--- src/rtl/sdin_pkg.sv ---
package sdin_pkg;
   // Marks raised by the frame timer on the strobe that carries the last bit of a field
   typedef enum logic [1:0] {
      MARK_NONE = 2'd0,
      MARK_TAG  = 2'd1,
      MARK_ADDR = 2'd2,
      MARK_DATA = 2'd3
   } slot_mark_e;
endpackage

--- src/rtl/sdin_frame_timer.sv ---
module sdin_frame_timer
   import sdin_pkg::*;
#(
   parameter int FRAME_BITS = 256,
   parameter int TAG_W      = 16,
   parameter int SLOT_W     = 20
) (
   input  logic       clk,
   input  logic       rst_n,
   input  logic       bit_fall,
   input  logic       sync,
   output slot_mark_e mark
);
   localparam int CNT_W    = $clog2(FRAME_BITS);
   localparam int TAG_END  = TAG_W - 1;
   localparam int ADDR_END = TAG_W + SLOT_W - 1;
   localparam int DATA_END = TAG_W + 2*SLOT_W - 1;

   generate
      if (DATA_END >= FRAME_BITS) begin : g_bad_frame
         $error("frame too short for tag and two slots");
      end
   endgenerate

   logic             sync_q;
   logic             aligned;
   logic [CNT_W-1:0] cnt;
   logic [CNT_W-1:0] idx;
   logic             rise;

   assign rise = bit_fall && sync && !sync_q;
   assign idx  = rise ? '0 : cnt;

   always_comb begin
      mark = MARK_NONE;
      if (bit_fall && (aligned || rise)) begin
         if (idx == CNT_W'(TAG_END))       mark = MARK_TAG;
         else if (idx == CNT_W'(ADDR_END)) mark = MARK_ADDR;
         else if (idx == CNT_W'(DATA_END)) mark = MARK_DATA;
      end
   end

   always_ff @(posedge clk) begin
      if (!rst_n) begin
         sync_q  <= 1'b0;
         aligned <= 1'b0;
         cnt     <= '0;
      end else if (bit_fall) begin
         sync_q <= sync;
         cnt    <= idx + CNT_W'(1);
         if (rise) aligned <= 1'b1;
      end
   end
endmodule

--- src/rtl/sdin_lane_capture.sv ---
module sdin_lane_capture
   import sdin_pkg::*;
#(
   parameter int TAG_W  = 16,
   parameter int SLOT_W = 20,
   parameter int ADDR_W = 7,
   parameter int DATA_W = 16
) (
   input  logic              clk,
   input  logic              rst_n,
   input  logic              bit_fall,
   input  logic              sdin,
   input  slot_mark_e        mark,
   input  logic [ADDR_W-1:0] want_addr,
   output logic              hit,
   output logic [DATA_W-1:0] data
);
   generate
      if (ADDR_W > SLOT_W - 1 || DATA_W > SLOT_W || TAG_W < 3) begin : g_bad_fields
         $error("field widths do not fit the slot layout");
      end
   endgenerate

   logic [SLOT_W-2:0] shreg;
   logic [SLOT_W-1:0] word;
   logic              tag_ok;
   logic [ADDR_W-1:0] echo_addr;

   // word holds the current slot once the bit sampled now is appended
   assign word = {shreg, sdin};
   assign hit  = (mark == MARK_DATA) && tag_ok && (echo_addr == want_addr);
   assign data = word[SLOT_W-1 -: DATA_W];

   always_ff @(posedge clk) begin
      if (!rst_n) begin
         shreg     <= '0;
         tag_ok    <= 1'b0;
         echo_addr <= '0;
      end else if (bit_fall) begin
         shreg <= word[SLOT_W-2:0];
         if (mark == MARK_TAG)  tag_ok    <= &word[TAG_W-1 -: 3];
         if (mark == MARK_ADDR) echo_addr <= word[SLOT_W-2 -: ADDR_W];
      end
   end
endmodule

--- src/rtl/sdin_pick_lowest.sv ---
module sdin_pick_lowest #(
   parameter int NUM_LINES = 3,
   parameter int DATA_W    = 16,
   localparam int CODE_W   = $clog2(NUM_LINES)
) (
   input  logic [NUM_LINES-1:0] hits,
   input  logic [DATA_W-1:0]    lane_data [NUM_LINES],
   output logic                 any,
   output logic [CODE_W-1:0]    code,
   output logic [DATA_W-1:0]    data
);
   always_comb begin
      any  = 1'b0;
      code = '0;
      data = '0;
      for (int i = NUM_LINES - 1; i >= 0; i--) begin
         if (hits[i]) begin
            any  = 1'b1;
            code = CODE_W'(i);
            data = lane_data[i];
         end
      end
   end
endmodule

--- src/rtl/sdin_return_locator.sv ---
module sdin_return_locator
   import sdin_pkg::*;
#(
   parameter int NUM_LINES  = 3,
   parameter int FRAME_BITS = 256,
   parameter int TAG_W      = 16,
   parameter int SLOT_W     = 20,
   parameter int ADDR_W     = 7,
   parameter int DATA_W     = 16,
   localparam int CODE_W    = $clog2(NUM_LINES)
) (
   input  logic                 clk,
   input  logic                 rst_n,
   input  logic                 bit_fall,
   input  logic                 sync,
   input  logic [NUM_LINES-1:0] sdin,
   input  logic                 req_valid,
   input  logic [ADDR_W-1:0]    req_addr,
   output logic                 pending,
   output logic                 done,
   output logic [CODE_W-1:0]    line_code,
   output logic [DATA_W-1:0]    rdata
);
   generate
      if (NUM_LINES < 2) begin : g_bad_lines
         $error("at least two input lines are required");
      end
   endgenerate

   slot_mark_e           mark;
   logic [ADDR_W-1:0]    want_addr;
   logic [NUM_LINES-1:0] hits;
   logic [DATA_W-1:0]    lane_data [NUM_LINES];
   logic                 hit_any;
   logic [CODE_W-1:0]    hit_code;
   logic [DATA_W-1:0]    hit_data;

   sdin_frame_timer #(
      .FRAME_BITS(FRAME_BITS), .TAG_W(TAG_W), .SLOT_W(SLOT_W)
   ) timer_i (
      .clk(clk), .rst_n(rst_n), .bit_fall(bit_fall), .sync(sync), .mark(mark)
   );

   for (genvar g = 0; g < NUM_LINES; g++) begin : g_lane
      sdin_lane_capture #(
         .TAG_W(TAG_W), .SLOT_W(SLOT_W), .ADDR_W(ADDR_W), .DATA_W(DATA_W)
      ) lane_i (
         .clk(clk), .rst_n(rst_n), .bit_fall(bit_fall), .sdin(sdin[g]),
         .mark(mark), .want_addr(want_addr), .hit(hits[g]), .data(lane_data[g])
      );
   end

   sdin_pick_lowest #(.NUM_LINES(NUM_LINES), .DATA_W(DATA_W)) pick_i (
      .hits(hits), .lane_data(lane_data), .any(hit_any), .code(hit_code), .data(hit_data)
   );

   always_ff @(posedge clk) begin
      if (!rst_n) begin
         pending   <= 1'b0;
         done      <= 1'b0;
         want_addr <= '0;
         line_code <= '0;
         rdata     <= '0;
      end else if (pending) begin
         if (hit_any) begin
            pending   <= 1'b0;
            done      <= 1'b1;
            line_code <= hit_code;
            rdata     <= hit_data;
         end
      end else if (req_valid) begin
         pending   <= 1'b1;
         done      <= 1'b0;
         want_addr <= req_addr;
      end
   end
endmodule

--- config.mk ---
export PLATFORM = sky130hd
export DESIGN_NAME = sdin_return_locator
export DESIGN_NICKNAME = d
export VERILOG_FILES = /design/src/rtl/sdin_pkg.sv /design/src/rtl/sdin_frame_timer.sv /design/src/rtl/sdin_lane_capture.sv /design/src/rtl/sdin_pick_lowest.sv /design/src/rtl/sdin_return_locator.sv
export SDC_FILE = /design/constraint.sdc
export NUM_CORES = 1
export LEC_CHECK = 0
export CORE_MARGIN = 3
export CORE_UTILIZATION = 50
export CTS_BUF_LIST = sky130_fd_sc_hd__clkbuf_4
export DETAILED_ROUTE_END_ITERATION = 12
export GPL_ROUTABILITY_DRIVEN = 0
export GPL_TIMING_DRIVEN = 1
export PLACE_DENSITY = 0.69
export RECOVER_POWER = 50
export SYNTH_ARGS = -nofsm -noshare
export SYNTH_HDL_FRONTEND = slang
export SYNTH_SLANG_ARGS = --single-unit
--- constraint.sdc ---
create_clock -name clk -period 2.8 [get_ports clk]
set_input_delay 0.84 -clock clk [delete_from_list [all_inputs] [get_ports clk]]
set_output_delay 0.84 -clock clk [all_outputs]
set_load 0.005 [all_outputs]
==> impl_metrics.ini <==
[cts]
cts_root_buf = clkbuf_4
worst_skew_pair.late_latency_ns = 0.50
cts_htree_levels = 4
post_cts_buffers = 0
cts_resized = 0
holdBufCountCts = 0
clock_sinks = 118
numCtsBuffers = 17
clk_pin_slew_ns = 0.09
cts_tree = yes
clockBufferDepth = 2

[worst_setup_path]
critPathTopFamily = buffers and inverters
r2r_cells = 7
path_class = in -> reg
critPathSlowestCell = clkbuf_2
cpPeakStageDelay_ns = 0.82
arrival_ns = 2.91
crit_chain = dlygate4sd3_1, inv_1, clkbuf_2, nor2_1
worstPathMaxFanout = 44
cp.required_ns = 3.15
critPathBufInv = 3
end_kind = flip-flop
r2r_slack_ns = 0.60
r2r-end = rdata[11]
start_kind = input port
r2r-start = want_addr[5]
cp_num_cells = 4

[power]
power_leakage_nw = 2.25
powerDensity_nw_per_um2 = 494
peakVddDrop_mv = 0.414

[sta]
tightest_slew_ns = 1.01
fin_skew_ns = 0.0144
slew_headroom_pct = 32.8
grt_setup_unrepaired = no
period_needed_ns = 2.56
hold_violations = 0
slew_viol_final = 0
period_share_pct = 91.3
fmax_mhz = 391
layout_setup_ws_ns = 0.242
holdWs_ns = 0.462
setup-violations-final = 0

[grt]
overflow = 0
track_usage_pct = 21.5
grt_busiest_layer = met2
use_met2_pct = 33.8
grt_max_degree = 45
met3_usage_pct = 6.66
grt_pass1_wl_mm = 19.4
grt_pass1_vias = 4039
use_met1_pct = 26.8
antenna_found_initial = 0

[yosys]
netlist_area_um2 = 5170
synthTopCellsByCount = dfxtp_1, nor2_1, nand2_1
synthFlopType = dfxtp_1
synth_nets = 577
synth_seq_area_share_pct = 45.7
ys_ff_latch = 118
synth_most_common_cell = dfxtp_1
synth_enable_flop_cells = 0
async_reset_ff_share_pct = 0
synthDistinctLibCells = 47
synth.area.top_cells = dfxtp_1, mux2i_1, nor2_1
synth_top_area_cell = dfxtp_1
yosysWarnings = 0
syn_avg_cell_area_um2 = 9.23
netlist.area_leader.share_pct = 45.7
synthCells = 560

[placement]
hpwl_mm = 8.10
io_buffers = 34
dp_slack_ns = -0.122
placed_area_um2 = 5720

[die]
initial_core_util_pct = 52.1
die_h_um = 108
io_pins = 35
coreArea_um2 = 9910
die_w_um = 108
rows = 36
die-area_um2 = 11600

[run_status]
status = finished, final reports clean

[hold_path]
hp-class = reg -> reg
hold_path_end = g_lane[1].lane_i.tag_ok
min_path_cells = 2
min-delay-start = g_lane[1].lane_i.tag_ok

[final_layout]
drive_above_1_share_pct = 10.2
fin_util_pct = 59.6
antenna_cells = 0
fin_nets = 615
area_growth_pct = 14.3
design_area_um2 = 5900

[flow_run]
drv_cap = 0

[routing]
drc = 0
avgViaCountPerCell = 5.61
drt_pass1_iterations = 5
drt_iter0_drc = 189
wl_mm = 11.7
post_drt_wl_per_cell_um = 15.7
detail-route-antenna-nets = 0
num_vias = 4154
==> layout by cell type (no fill, tap or decap), types with 3 or more instances in the layout <==
cell	count
dfxtp_1	118
nor2_1	74
nand2_1	70
mux2i_1	66
clkdlybuf4s50_1	32
a21oi_1	27
clkbuf_4	20
buf_4	19
a31oi_1	17
o21a_1	17
o41ai_1	17
xnor2_1	14
xor2_1	11
or3_1	10
o311ai_0	8
nand4_1	6
or2_2	6
nor3b_1	6
o2111ai_1	6
o211ai_1	6
nand3_1	5
clkinv_1	5
and3_1	3
o21ai_0	3
nor2_2	3
clkinv_2	3
buf_12	3
clkbuf_1	3
==> registers in the layout (all words and copies together) (netlist names), 2 cells and up <==
signal	count
timer_i.cnt	8
g_lane.lane_i.tag_ok	3
g_lane.lane_i.shreg	57
g_lane.lane_i.echo_addr	21
line_code	2
rdata	16
want_addr	7
==> area by class of cell <==
type | count | area, um2
well taps | 133 | 166
clock inverters | 9 | 63.8
flip-flops and latches | 118 | 2360
fillers | 879 | 4010
clock buffers | 20 | 150
multi-input cells | 400 | 2600
inverters | 2 | 7.51
repair buffers | 59 | 549
==> per-stage QoR <==
stage / total power, W / TNS, ns / instances
final: 0.00291 / 0 / 741
after global routing: 0.00305 / 0 / 741
after CTS: 0.00295 / 0 / 741
after detailed placement: 0.00195 / -3.56 / 712
after global placement: 0.00195 / -0.417 / 712
after floorplan: 0.00187 / 0 / 560
==> worst reg2reg max path: stages, from the launching register on <==
cell and delay [ns]:
dfxtp_1 0.45, xor2_1 0.14, nor4_4 0.33, buf_4 0.21
and4b_1 0.49, buf_4 0.27, o41ai_1 0.09, a31oi_1 0.15
==> how the worst max path moves through the flow <==
stage | start | slack [ns] | end
2_1_floorplan | bit_fall | 0.28 | line_code[0]
3_3_place_gp | sync | -0.05 | line_code[0]
3_5_place_dp | sync | -0.12 | line_code[0]
4_1_cts | sync | 0.43 | g_lane[2].lane_i.echo_addr[1]
5_1_grt | rst_n | 0.14 | g_lane[2].lane_i.shreg[15]
6_report | rst_n | 0.24 | g_lane[2].lane_i.shreg[15]
==> kinds of logic after synthesis <==
family	count (synthesis)	share of synthesized area [%]
compound gates	107	14.7
xor+xnor	26	4.55
fa+ha+maj	2	0.484
buf+inv	42	3.92
flops	118	45.7
mux	66	12.8
simple gates	199	17.9
==> power breakdown <==
group	leakage [nW]	internal [W]	switching [W]
clock network	0.126	0.000436	0.000571
logic	1.17	0.0000847	0.000112
registers	0.953	0.00169	0.0000167
total	2.25	0.00221	0.000700
==> per-layer routing <==
layer,vias to the layer above,wire length (um)
li1,2073,-
met1,1945,5270
met2,111,5490
met3,25,569
met4,0,344
met5,-,0
Power figures use the tool's default switching activity.
